<file path="src/rtl/win_watchdog_pkg.sv">
package win_watchdog_pkg;

  // Strobes from control to datapath
  typedef struct packed {
    logic compareEn;   // evaluate the window this cycle
    logic maskActive;  // end-of-conversion in this cycle is suppressed
  } ctrl_t;

endpackage

</file>
<file path="src/rtl/win_watchdog_ctrl.sv">
module win_watchdog_ctrl
  import win_watchdog_pkg::*;
(
  input  logic  clk,
  input  logic  rstN,
  input  logic  socStrobe,
  input  logic  eocStrobe,
  input  logic  thrWrite,
  output ctrl_t strobes
);

  logic convBusy;
  logic maskArmed;
  logic wrInFlight;

  // A write counts as in-flight once the start edge has passed
  assign wrInFlight = thrWrite & convBusy;

  always_ff @(posedge clk) begin
    if (!rstN) begin
      convBusy <= 1'b0;
    end else if (socStrobe) begin
      convBusy <= 1'b1;
    end else if (eocStrobe) begin
      convBusy <= 1'b0;
    end
  end

  always_ff @(posedge clk) begin
    if (!rstN) begin
      maskArmed <= 1'b0;
    end else if (socStrobe) begin
      maskArmed <= 1'b0;
    end else if (wrInFlight) begin
      maskArmed <= 1'b1;
    end
  end

  always_comb begin
    strobes.maskActive = maskArmed | wrInFlight;
    strobes.compareEn  = eocStrobe & ~strobes.maskActive;
  end

endmodule

</file>
<file path="src/rtl/win_watchdog_dp.sv">
module win_watchdog_dp
  import win_watchdog_pkg::*;
#(
  parameter int DATA_W = 12
) (
  input  logic              clk,
  input  logic              rstN,
  input  ctrl_t             strobes,
  input  logic [DATA_W-1:0] eocData,
  input  logic              lowWrEn,
  input  logic [DATA_W-1:0] lowWrData,
  input  logic              highWrEn,
  input  logic [DATA_W-1:0] highWrData,
  input  logic              flagClr,
  output logic              outFlag,
  output logic              irqPulse
);

  localparam logic [DATA_W-1:0] LOW_RST  = '0;
  localparam logic [DATA_W-1:0] HIGH_RST = '1;

  logic [DATA_W-1:0] lowBound;
  logic [DATA_W-1:0] highBound;
  logic              outside;
  logic              hit;

  always_ff @(posedge clk) begin
    if (!rstN) begin
      lowBound  <= LOW_RST;
      highBound <= HIGH_RST;
    end else begin
      if (lowWrEn)  lowBound  <= lowWrData;
      if (highWrEn) highBound <= highWrData;
    end
  end

  // Current bounds apply; a write this cycle lands after the compare
  assign outside = (eocData < lowBound) | (eocData > highBound);
  assign hit     = strobes.compareEn & outside;

  always_ff @(posedge clk) begin
    if (!rstN) begin
      irqPulse <= 1'b0;
      outFlag  <= 1'b0;
    end else begin
      irqPulse <= hit;
      if (hit) begin
        outFlag <= 1'b1;
      end else if (flagClr) begin
        outFlag <= 1'b0;
      end
    end
  end

endmodule

</file>
<file path="src/rtl/win_watchdog.sv">
module win_watchdog
  import win_watchdog_pkg::*;
#(
  parameter int DATA_W = 12
) (
  input  logic              clk,
  input  logic              rstN,
  input  logic              socStrobe,
  input  logic              eocStrobe,
  input  logic [DATA_W-1:0] eocData,
  input  logic              lowWrEn,
  input  logic [DATA_W-1:0] lowWrData,
  input  logic              highWrEn,
  input  logic [DATA_W-1:0] highWrData,
  input  logic              flagClr,
  output logic              outFlag,
  output logic              irqPulse
);

  ctrl_t strobes;

  win_watchdog_ctrl u_ctrl (
    .clk       (clk),
    .rstN      (rstN),
    .socStrobe (socStrobe),
    .eocStrobe (eocStrobe),
    .thrWrite  (lowWrEn | highWrEn),
    .strobes   (strobes)
  );

  win_watchdog_dp #(.DATA_W(DATA_W)) u_dp (
    .clk        (clk),
    .rstN       (rstN),
    .strobes    (strobes),
    .eocData    (eocData),
    .lowWrEn    (lowWrEn),
    .lowWrData  (lowWrData),
    .highWrEn   (highWrEn),
    .highWrData (highWrData),
    .flagClr    (flagClr),
    .outFlag    (outFlag),
    .irqPulse   (irqPulse)
  );

endmodule

</file>
<file path="config.mk">
export PLATFORM = sky130hd
export DESIGN_NAME = win_watchdog
export DESIGN_NICKNAME = d
export VERILOG_FILES = /design/src/rtl/win_watchdog_pkg.sv /design/src/rtl/win_watchdog_ctrl.sv /design/src/rtl/win_watchdog_dp.sv /design/src/rtl/win_watchdog.sv
export SDC_FILE = /design/constraint.sdc
export NUM_CORES = 1
export LEC_CHECK = 0
export BUFFER_PORTS_ARGS = -buffer_cell sky130_fd_sc_hd__buf_4
export CAP_MARGIN = 20
export CORE_ASPECT_RATIO = 0.75
export CORE_MARGIN = 5
export CORE_UTILIZATION = 51
export CTS_CLUSTER_DIAMETER = 60
export CTS_CLUSTER_SIZE = 16
export DETAILED_ROUTE_END_ITERATION = 10
export PLACE_DENSITY = 0.76
export SLEW_MARGIN = 20
export SYNTH_ARGS = -nofsm -noshare
export SYNTH_HDL_FRONTEND = slang
export SYNTH_SLANG_ARGS = --single-unit
</file>
<file path="constraint.sdc">
create_clock -name clk -period 2 [get_ports clk]
set_input_delay 0.6 -clock clk [delete_from_list [all_inputs] [get_ports clk]]
set_output_delay 0.6 -clock clk [all_outputs]
set_load 0.01 [all_outputs]
</file>
Word-level counts from Yosys, hierarchy flattened
Index checks and enable logic that the tools add are counted.

Register bits: 28. Bits of input ports: 43. Word-level logic and storage cells: 23.

Magnitude comparators: 2. Muxes and demuxes: 4. Bitwise gates (word level): 8. Reductions and logical operators: 3.

Operator list (number): $gt A12 B12 Y1 (1); $lt A12 B12 Y1 (1); $mux W1 (4); $reduce_bool A2 Y1 (2); $and A1 B1 Y1 (3); $or A1 B1 Y1 (3); $not A1 Y1 (2); $reduce_or A2 Y1 (1).

Depth between registers and ports, before layout
Gate-level depths: netlist of the first run.

Word-level depth: 7. Mapped depth: 7. Mapped depth without buffers: 7.

Modules after synthesis
Synthesis of the first run repeated with hierarchy kept, for this count alone.

Cells, all modules: 173. Area total of the unflattened synthesis: 1575.3 sq um.

By module, submodules not included: win_watchdog_dp (instances 1, cells an instance 164, area each 1487.7 sq um, seq. area each 520.5 sq um); win_watchdog_ctrl (instances 1, cells an instance 8, area each 81.3 sq um, seq. area each 40.0 sq um); win_watchdog (instances 1, cells an instance 1, area each 6.3 sq um, seq. area each 0.0 sq um).

Least setup slack after synthesis of the first run
No wires, ideal clock.

Path type: input port to flip-flop. Start: input port eocData[1]. End: register u_dp.outFlag. Arrival: 1.654 ns. Data required time: 1.865 ns. Path slack: 0.211 ns. Stages: 6. Path buffers: 0. Cells stage by stage: ha_1 > nor2b_1 > o211ai_1 > a21oi_1 > o41ai_2 > nand3_1.

Cells in the longest elaborated chain, start to end: 4.

RTL lines: start, declared (RTL line win_watchdog.sv:10) `input logic [DATA_W-1:0] eocData,`; $lt A12 B12 Y1 / $gt A12 B12 Y1 (equally long branches) (RTL line win_watchdog_dp.sv:38) `assign outside = (eocData < lowBound) | (eocData > highBound);`; $or A1 B1 Y1 (*) (RTL line win_watchdog_dp.sv:38); $and A1 B1 Y1 (*) (RTL line win_watchdog_dp.sv:39) `assign hit = strobes.compareEn & outside;`; $mux W1 / $reduce_bool A2 Y1 (equally long branches); end signal, assigned (RTL line win_watchdog_dp.sv:44) `outFlag <= 1'b0;`; end signal, assigned (RTL line win_watchdog_dp.sv:48) `outFlag <= 1'b1;`; end signal, assigned (RTL line win_watchdog_dp.sv:50) `outFlag <= 1'b0;`; end, declared (RTL line win_watchdog_dp.sv:15) `output logic outFlag,`.

Mark *: on every way between the ends. The rest lies on a longest branch, timed or not. A chain may end at the register's enable or synchronous reset.

Final worst setup path of the first run
Ends and elaborated chain as after synthesis.

==> impl_metrics.prom, run 1 <==
# TYPE chip_impl_metric gauge
chip_impl_info{name="outcome",value="finished clean"} 1
chip_impl_metric{name="port_buffers",unit=""} 44
chip_impl_metric{name="clock_pin_slew_on_the_worst_setup_and_hold_paths",unit="ps"} 90
chip_impl_info{name="cts_tree",value="done"} 1
chip_impl_info{name="grt_setup_unrepaired",value="false"} 1
chip_impl_metric{name="core-area",unit="mm²"} 0.00296
chip_impl_metric{name="detail_route.iter0.violations",unit=""} 42
chip_impl_metric{name="grt_antenna_before_repair",unit=""} 0
chip_impl_metric{name="timing.setup.tns",unit="ps"} 0
chip_impl_info{name="worstSetupEndpoint",value="u_dp.outFlag$_SDFFE_PN0P_"} 1
chip_impl_metric{name="slew-limit-headroom",unit="%"} 80.4
chip_impl_metric{name="yosysWarnings",unit=""} 0
chip_impl_metric{name="routed_wire_length_per_instance",unit="µm"} 13.6
chip_impl_metric{name="ctsLongestPathBuffers",unit=""} 2
chip_impl_info{name="commonest_cells_after_routing_fill_and_taps_aside",value="sky130_fd_sc_hd__buf_4, sky130_fd_sc_hd__dfxtp_1, sky130_fd_sc_hd__inv_1, sky130_fd_sc_hd__ha_1"} 1
chip_impl_metric{name="first_pass_iters",unit=""} 4
chip_impl_metric{name="synth_sequential_area_ratio",unit="%"} 35.6
chip_impl_metric{name="fin_worst_skew",unit="ps"} 3.20
chip_impl_metric{name="clk_latency",unit="ps"} 280
chip_impl_metric{name="half_perimeter_wire_length_of_the_detailed_placement_result",unit="mm"} 2.82
chip_impl_metric{name="cts.repair_timing.setup_buffer_count",unit=""} 0
chip_impl_metric{name="yosys_register_bits",unit=""} 28
chip_impl_info{name="synth_top_cell_by_area",value="sky130_fd_sc_hd__dfxtp_1"} 1
chip_impl_metric{name="synth_top_area_share",unit="%"} 35.6
chip_impl_metric{name="critical_path_required",unit="ps"} 2160
chip_impl_metric{name="first_pass_grt_wire_length",unit="mm"} 5.75
chip_impl_metric{name="grt_use_total",unit="%"} 16.9
chip_impl_metric{name="ir_drop",unit="mV"} 0.423
chip_impl_metric{name="multi_input_area",unit="µm²"} 891
chip_impl_metric{name="post_drt_via_cell_ratio",unit=""} 5.22
chip_impl_metric{name="r2r_slack",unit="ps"} 360
chip_impl_metric{name="cts.hold.buffers_added",unit=""} 0
chip_impl_metric{name="crit_path_max_incr_delay",unit="ps"} 360
chip_impl_metric{name="grt-ovfl-total",unit=""} 0
chip_impl_info{name="synth_top_cells_by_area",value="sky130_fd_sc_hd__dfxtp_1, sky130_fd_sc_hd__ha_1, sky130_fd_sc_hd__mux2i_1"} 1
chip_impl_metric{name="tritoncts_buffer_count",unit=""} 3
chip_impl_metric{name="effective_utilization_at_floorplan",unit="%"} 53.2
chip_impl_metric{name="die_area",unit="mm²"} 0.00431
chip_impl_metric{name="synth.net_count",unit=""} 240
chip_impl_info{name="end_of_the_worst_register_to_register_path",value="u_dp.outFlag$_SDFFE_PN0P_"} 1
chip_impl_info{name="layout_commonest_cell",value="sky130_fd_sc_hd__buf_4"} 1
chip_impl_metric{name="max_clock_freq",unit="MHz"} 580
chip_impl_info{name="root_buffer",value="sky130_fd_sc_hd__clkbuf_8"} 1
chip_impl_info{name="timing_startpoint_of_the_critical_path",value="eocData[1]"} 1
chip_impl_metric{name="synthDistinctLibCells",unit=""} 28
chip_impl_info{name="worstSetupPathType",value="input pin to flip-flop"} 1
chip_impl_metric{name="maxCapViolCount",unit=""} 0
chip_impl_metric{name="synth.cell_area",unit="mm²"} 0.00157
chip_impl_metric{name="arrival",unit="ps"} 1880
chip_impl_metric{name="post_synth_inst_count",unit=""} 174
chip_impl_metric{name="area_growth_syn_to_layout",unit="%"} 25.3
chip_impl_metric{name="antenna_left",unit=""} 0
chip_impl_metric{name="cts_sinks",unit=""} 28
chip_impl_metric{name="wirelength",unit="mm"} 3.43
chip_impl_metric{name="pre_cts_ws",unit="ps"} -34.2
chip_impl_metric{name="setup_viol",unit=""} 0
chip_impl_metric{name="ff_latch_area",unit="µm²"} 561
chip_impl_metric{name="htree_levels",unit=""} 1
chip_impl_info{name="regToRegStartpoint",value="u_dp.highBound[1]$_SDFFE_PN1P_"} 1
chip_impl_metric{name="via_count_of_the_first_global_routing_pass",unit=""} 1336
chip_impl_metric{name="cts_resized",unit=""} 0
chip_impl_metric{name="power.density_cell_area",unit="mW/mm²"} 622
chip_impl_metric{name="chipWidth",unit="µm"} 74.1
chip_impl_metric{name="insertedDiodeCount",unit=""} 0
chip_impl_metric{name="power.leakage",unit="nW"} 0.979
chip_impl_metric{name="totalPowerFinal",unit="mW"} 1.23
chip_impl_metric{name="place_area",unit="mm²"} 0.00192
chip_impl_metric{name="setup_ws",unit="ps"} 274
chip_impl_metric{name="gp_routability_congestion",unit=""} 0.830
chip_impl_metric{name="portion_of_the_clock_cycle_consumed_by_the_worst_path_in_the_final_layout",unit="%"} 86.3
chip_impl_metric{name="final_period_minus_worst_setup_slack",unit="ps"} 1730
chip_impl_metric{name="worstPathMaxFanout",unit=""} 2
chip_impl_metric{name="final_nets",unit=""} 281
chip_impl_metric{name="die_height",unit="µm"} 58.1
chip_impl_metric{name="finish.instance_area",unit="mm²"} 0.00197
chip_impl_metric{name="grt_max_degree",unit=""} 29
chip_impl_metric{name="fillCellCount",unit=""} 234
chip_impl_metric{name="reg2reg_depth",unit=""} 7
chip_impl_metric{name="final_util",unit="%"} 66.7
chip_impl_metric{name="routed-via-count",unit=""} 1315
chip_impl_metric{name="share_of_cells_above_drive_strength_1",unit="%"} 23.4
chip_impl_metric{name="synth.avg_cell_area",unit="µm²"} 9.04
chip_impl_metric{name="placement_rows",unit=""} 17
chip_impl_metric{name="drt_drc_violations_left",unit=""} 0
chip_impl_info{name="critical_path.startpoint_type",value="input pin"} 1
chip_impl_metric{name="finalHoldViolCount",unit=""} 0
chip_impl_metric{name="boundaryPins",unit=""} 45
chip_impl_metric{name="tightest_slew",unit="ps"} 291
chip_impl_info{name="timing.critical_path.cells",value="buf_4 -> ha_1 -> nor2b_1 -> o211ai_1 -> a21oi_1 -> o41ai_2 -> nand3_1"} 1
chip_impl_info{name="worst_min_delay_path_class",value="input pin to flip-flop"} 1
chip_impl_info{name="critical_path.endpoint_type",value="flip-flop"} 1
chip_impl_metric{name="report.final.slew_viol_count",unit=""} 0
chip_impl_info{name="crit_path_top_delay_cell",value="sky130_fd_sc_hd__o41ai_2"} 1
how the worst min path moves through the flow:
stage | cells past startpoint | to | start | slack (ps)
finish | 2 | u_ctrl.maskArmed$_SDFFE_PP0P_ | socStrobe | 480
CTS | 2 | u_ctrl.maskArmed$_SDFFE_PP0P_ | socStrobe | 470
global route | 2 | u_ctrl.maskArmed$_SDFFE_PP0P_ | socStrobe | 480
floorplan | 2 | u_dp.highBound[0]$_SDFFE_PN1P_ | u_dp.highBound[0]$_SDFFE_PN1P_ | 450
detailed placement | 2 | u_dp.highBound[5]$_SDFFE_PN1P_ | u_dp.highBound[5]$_SDFFE_PN1P_ | 480
global placement | 2 | u_dp.highBound[5]$_SDFFE_PN1P_ | u_dp.highBound[5]$_SDFFE_PN1P_ | 480
final cells by class:
| type | count | share of cell area, % |
|---|---|---|
| tap | 38 | 2.41 |
| timing repair buffer | 44 | 16.8 |
| sequential | 28 | 28.4 |
| multi-input combinational | 115 | 45.2 |
| inverter | 23 | 4.38 |
| clock buffer | 4 | 2.79 |
per-stage QoR:
stage	std cells	hold WS (ps)
floorplan	174	446
global placement	248	477
detailed placement	248	483
CTS	252	474
global route	252	482
finish	252	483
critical path, delay by kind of cell:
| family | cells | cell delay, ps |
|---|---|---|
| AO/OA/AOI/OAI | 3 | 620 |
| adder cells (fa/ha/maj) | 1 | 300 |
| AND/OR/NAND/NOR | 2 | 240 |
| buffers and inverters | 1 | 120 |
flip-flops by register name (all words and copies together) (netlist names):
name              cells
u_dp.highBound       12
u_ctrl.convBusy       1
u_dp.outFlag          1
u_ctrl.maskArmed      1
u_dp.lowBound        12
u_dp.irqPulse         1
power by group:
| part | internal (mW) | switching, mW | leakage, nW |
|---|---|---|---|
| Clock | 0.176 | 0.176 | 0.0288 |
| Combinational | 0.140 | 0.125 | 0.718 |
| Sequential | 0.593 | 0.0147 | 0.232 |
routing by layer:
| layer | routed length [µm] | part of all wire, % | GRT usage [%] | vias up |
|---|---|---|---|---|
| met2 | 1570 | 46 | 27.1 | 33 |
| met1 | 1570 | 46 | 21.8 | 599 |
| met5 | 0 | 0 | 0 | - |
| li1 | - | - | - | 679 |
| met4 | 23 | 0.67 | 3.62 | 0 |
| met3 | 273 | 8.0 | 5.72 | 4 |
logic make-up (layout without fill, tap and decap cells):
group	after synthesis	in the layout	share of synthesized area (%)
flip-flops	28	28	35.6
adder cells (fa/ha/maj)	23	23	18.3
AO/OA/AOI/OAI	32	32	14.3
AND/OR/NAND/NOR	47	47	15.8
multiplexers	13	13	8.27
buffers and inverters	31	71	7.72
synthesized netlist by cell type:
library cell                n
sky130_fd_sc_hd__a2111o_1   1
sky130_fd_sc_hd__a211oi_1   1
sky130_fd_sc_hd__a21oi_1    7
sky130_fd_sc_hd__a31oi_1    1
sky130_fd_sc_hd__buf_2      1
sky130_fd_sc_hd__buf_4      1
sky130_fd_sc_hd__clkbuf_1   6
sky130_fd_sc_hd__dfxtp_1   28
sky130_fd_sc_hd__ha_1      23
sky130_fd_sc_hd__inv_1     23
sky130_fd_sc_hd__mux2i_1   13
sky130_fd_sc_hd__nand2_1   16
sky130_fd_sc_hd__nand2b_1   2
sky130_fd_sc_hd__nand3_1    1
sky130_fd_sc_hd__nand3b_1   1
sky130_fd_sc_hd__nand4_1    4
sky130_fd_sc_hd__nand4b_1   1
sky130_fd_sc_hd__nor2_1     3
sky130_fd_sc_hd__nor2b_1   16
sky130_fd_sc_hd__nor3_1     2
sky130_fd_sc_hd__nor3b_1    1
sky130_fd_sc_hd__o211a_1    1
sky130_fd_sc_hd__o211ai_1  13
sky130_fd_sc_hd__o21a_1     1
sky130_fd_sc_hd__o21ai_0    4
sky130_fd_sc_hd__o21ai_1    1
sky130_fd_sc_hd__o21ai_2    1
sky130_fd_sc_hd__o41ai_2    1
(Power assumes the default switching activity.)
==> run 2: changes to the inputs <==
- CORE_ASPECT_RATIO: 0.75 -> 0.5
==> run 2 against run 1 <==
Effect of this change:
- final cell count rose by 0.79%
- register-to-register slack about the same
- sequential power barely moved
- first-iteration DRC count fell by 19%
- routed wire length shrank 2.4%
- utilization down 0.39 points
- fmax shrank 0.21%
- cell area grew 0.13%
- die area is 1.3% higher
- critical endpoint unchanged
- largest power group unchanged
==> impl_metrics.prom, run 2 (synthesis results as in run 1) <==
# TYPE chip_impl_metric gauge
chip_impl_metric{name="antenna_left",unit=""} 0
chip_impl_info{name="grt_setup_unrepaired",value="false"} 1
chip_impl_metric{name="worstPathMaxFanout",unit=""} 2
chip_impl_metric{name="power.density_cell_area",unit="mW/mm²"} 615
chip_impl_metric{name="chipWidth",unit="µm"} 88.5
chip_impl_metric{name="setup_viol",unit=""} 0
chip_impl_info{name="cts_tree",value="done"} 1
chip_impl_metric{name="finalNonFillerCells",unit=""} 254
chip_impl_metric{name="place_area",unit="mm²"} 0.00192
chip_impl_metric{name="multi_input_area",unit="µm²"} 891
chip_impl_metric{name="die_height",unit="µm"} 49.3
chip_impl_metric{name="slew-limit-headroom",unit="%"} 79.3
chip_impl_info{name="regToRegStartpoint",value="u_dp.highBound[1]$_SDFFE_PN1P_"} 1
chip_impl_metric{name="grt_max_degree",unit=""} 29
chip_impl_metric{name="cts.repair_timing.setup_buffer_count",unit=""} 0
chip_impl_info{name="timing.critical_path.cells",value="buf_4 -> ha_1 -> nor2b_1 -> o211ai_1 -> a21oi_1 -> o41ai_2 -> nand3_1"} 1
chip_impl_metric{name="detail_route.iter0.violations",unit=""} 34
chip_impl_metric{name="grt_use_total",unit="%"} 16.9
chip_impl_metric{name="setup_ws",unit="ps"} 271
chip_impl_metric{name="half_perimeter_wire_length_of_the_detailed_placement_result",unit="mm"} 2.68
chip_impl_metric{name="first_pass_iters",unit=""} 4
chip_impl_metric{name="ir_drop",unit="mV"} 0.298
chip_impl_metric{name="wirelength",unit="mm"} 3.35
chip_impl_metric{name="portion_of_the_clock_cycle_consumed_by_the_worst_path_in_the_final_layout",unit="%"} 86.5
chip_impl_metric{name="effective_utilization_at_floorplan",unit="%"} 52.8
chip_impl_info{name="outcome",value="finished clean"} 1
chip_impl_metric{name="cts_sinks",unit=""} 28
chip_impl_metric{name="port_buffers",unit=""} 44
chip_impl_metric{name="routed_wire_length_per_instance",unit="µm"} 13.2
chip_impl_metric{name="place_inst",unit=""} 250
chip_impl_metric{name="max_clock_freq",unit="MHz"} 578
chip_impl_metric{name="report.final.slew_viol_count",unit=""} 0
chip_impl_metric{name="cts.hold.buffers_added",unit=""} 0
chip_impl_metric{name="via_count_of_the_first_global_routing_pass",unit=""} 1288
chip_impl_metric{name="maxCapViolCount",unit=""} 0
chip_impl_metric{name="finalHoldViolCount",unit=""} 0
chip_impl_metric{name="fillCellCount",unit=""} 268
chip_impl_metric{name="placement_rows",unit=""} 14
chip_impl_metric{name="area_growth_syn_to_layout",unit="%"} 25.5
chip_impl_metric{name="crit_path_max_incr_delay",unit="ps"} 380
chip_impl_metric{name="tightest_slew",unit="ps"} 307
chip_impl_info{name="critical_path.startpoint_type",value="input pin"} 1
chip_impl_metric{name="cts_resized",unit=""} 0
chip_impl_metric{name="drt_drc_violations_left",unit=""} 0
chip_impl_info{name="reg_top3",value="u_dp.highBound x12, u_dp.lowBound x12"} 1
chip_impl_info{name="worstSetupPathType",value="input pin to flip-flop"} 1
chip_impl_metric{name="post_drt_via_cell_ratio",unit=""} 5.09
chip_impl_metric{name="power.leakage",unit="nW"} 0.979
chip_impl_metric{name="boundaryPins",unit=""} 45
chip_impl_metric{name="final_util",unit="%"} 66.3
chip_impl_metric{name="share_of_cells_above_drive_strength_1",unit="%"} 23.4
chip_impl_metric{name="htree_levels",unit=""} 1
chip_impl_metric{name="grt_antenna_before_repair",unit=""} 0
chip_impl_metric{name="timing.setup.tns",unit="ps"} 0
chip_impl_metric{name="reg2reg_depth",unit=""} 7
chip_impl_metric{name="final_nets",unit=""} 281
chip_impl_metric{name="arrival",unit="ps"} 1880
chip_impl_info{name="commonest_cells_after_routing_fill_and_taps_aside",value="sky130_fd_sc_hd__buf_4, sky130_fd_sc_hd__dfxtp_1, sky130_fd_sc_hd__inv_1, sky130_fd_sc_hd__ha_1"} 1
chip_impl_metric{name="insertedDiodeCount",unit=""} 0
chip_impl_metric{name="r2r_slack",unit="ps"} 360
chip_impl_metric{name="ctsLongestPathBuffers",unit=""} 2
chip_impl_info{name="worst_min_delay_path_class",value="input pin to flip-flop"} 1
chip_impl_metric{name="pre_cts_ws",unit="ps"} 16.6
chip_impl_info{name="worstSetupEndpoint",value="u_dp.outFlag$_SDFFE_PN0P_"} 1
chip_impl_metric{name="ff_latch_area",unit="µm²"} 561
chip_impl_metric{name="die_area",unit="mm²"} 0.00436
chip_impl_info{name="timing_startpoint_of_the_critical_path",value="eocData[1]"} 1
chip_impl_metric{name="clk_latency",unit="ps"} 270
chip_impl_metric{name="final_period_minus_worst_setup_slack",unit="ps"} 1730
chip_impl_info{name="critical_path.endpoint_type",value="flip-flop"} 1
chip_impl_info{name="end_of_the_worst_register_to_register_path",value="u_dp.outFlag$_SDFFE_PN0P_"} 1
chip_impl_metric{name="grt-ovfl-total",unit=""} 0
chip_impl_metric{name="gp_routability_congestion",unit=""} 0.775
chip_impl_metric{name="tritoncts_buffer_count",unit=""} 3
chip_impl_metric{name="critical_path_required",unit="ps"} 2150
chip_impl_metric{name="finish.instance_area",unit="mm²"} 0.00197
chip_impl_metric{name="fin_worst_skew",unit="ps"} 5.07
chip_impl_metric{name="clock_pin_slew_on_the_worst_setup_and_hold_paths",unit="ps"} 90
chip_impl_info{name="crit_path_top_delay_cell",value="sky130_fd_sc_hd__o41ai_2"} 1
chip_impl_info{name="layout_commonest_cell",value="sky130_fd_sc_hd__buf_4"} 1
chip_impl_metric{name="routed-via-count",unit=""} 1294
chip_impl_metric{name="core-area",unit="mm²"} 0.00298
chip_impl_info{name="root_buffer",value="sky130_fd_sc_hd__clkbuf_8"} 1
chip_impl_metric{name="first_pass_grt_wire_length",unit="mm"} 5.73
==> run 2: cell counts in the layout (fill, tap and decap cells not counted) <==
Identical to the previous run, type by type.
==> run 2: worst min path at each step <==
stage	startpoint	to	depth (start not counted)
2_1_floorplan	u_dp.highBound[0]$_SDFFE_PN1P_	u_dp.highBound[0]$_SDFFE_PN1P_	2
5_1_grt	socStrobe	u_ctrl.maskArmed$_SDFFE_PP0P_	2
3_3_place_gp	u_dp.highBound[0]$_SDFFE_PN1P_	u_dp.highBound[0]$_SDFFE_PN1P_	2
6_report	socStrobe	u_ctrl.maskArmed$_SDFFE_PP0P_	2
3_5_place_dp	u_dp.highBound[0]$_SDFFE_PN1P_	u_dp.highBound[0]$_SDFFE_PN1P_	2
4_1_cts	socStrobe	u_ctrl.maskArmed$_SDFFE_PP0P_	2
==> run 2: through the flow <==
step                hold WS (ps)  power, mW
finish                       487       1.21
global route                 473       1.29
CTS                          479       1.22
detailed placement           471      0.883
global placement             469      0.873
floorplan                    446      0.774
==> run 2: critical path: cells and delay by family <==
family,cells,cell delay [ps]
AO/OA/AOI/OAI,3,640
adder cells (fa/ha/maj),1,300
AND/OR/NAND/NOR,2,240
buffers and inverters,1,120
==> run 2: where the power goes <==
group	switching, mW	internal [mW]
sequential	0.0136	0.593
combinational	0.125	0.139
clock	0.166	0.176
total	0.304	0.909
==> run 2: area by class of cell <==
| type | instances | area share (%) |
|---|---|---|
| well taps | 40 | 2.54 |
| repair buffers | 44 | 16.7 |
| flip-flops and latches | 28 | 28.4 |
| multi-input cells | 115 | 45.1 |
| inverters | 23 | 4.38 |
| clock buffers | 4 | 2.79 |
==> run 2: layer usage <==
metal | global-route usage (%) | up-vias | wire, µm
met4 | 4.52 | 0 | 39
met3 | 4.05 | 4 | 168
met1 | 22.4 | 586 | 1630
met2 | 27.3 | 27 | 1520
li1 | - | 677 | -
met5 | 0 | - | 0
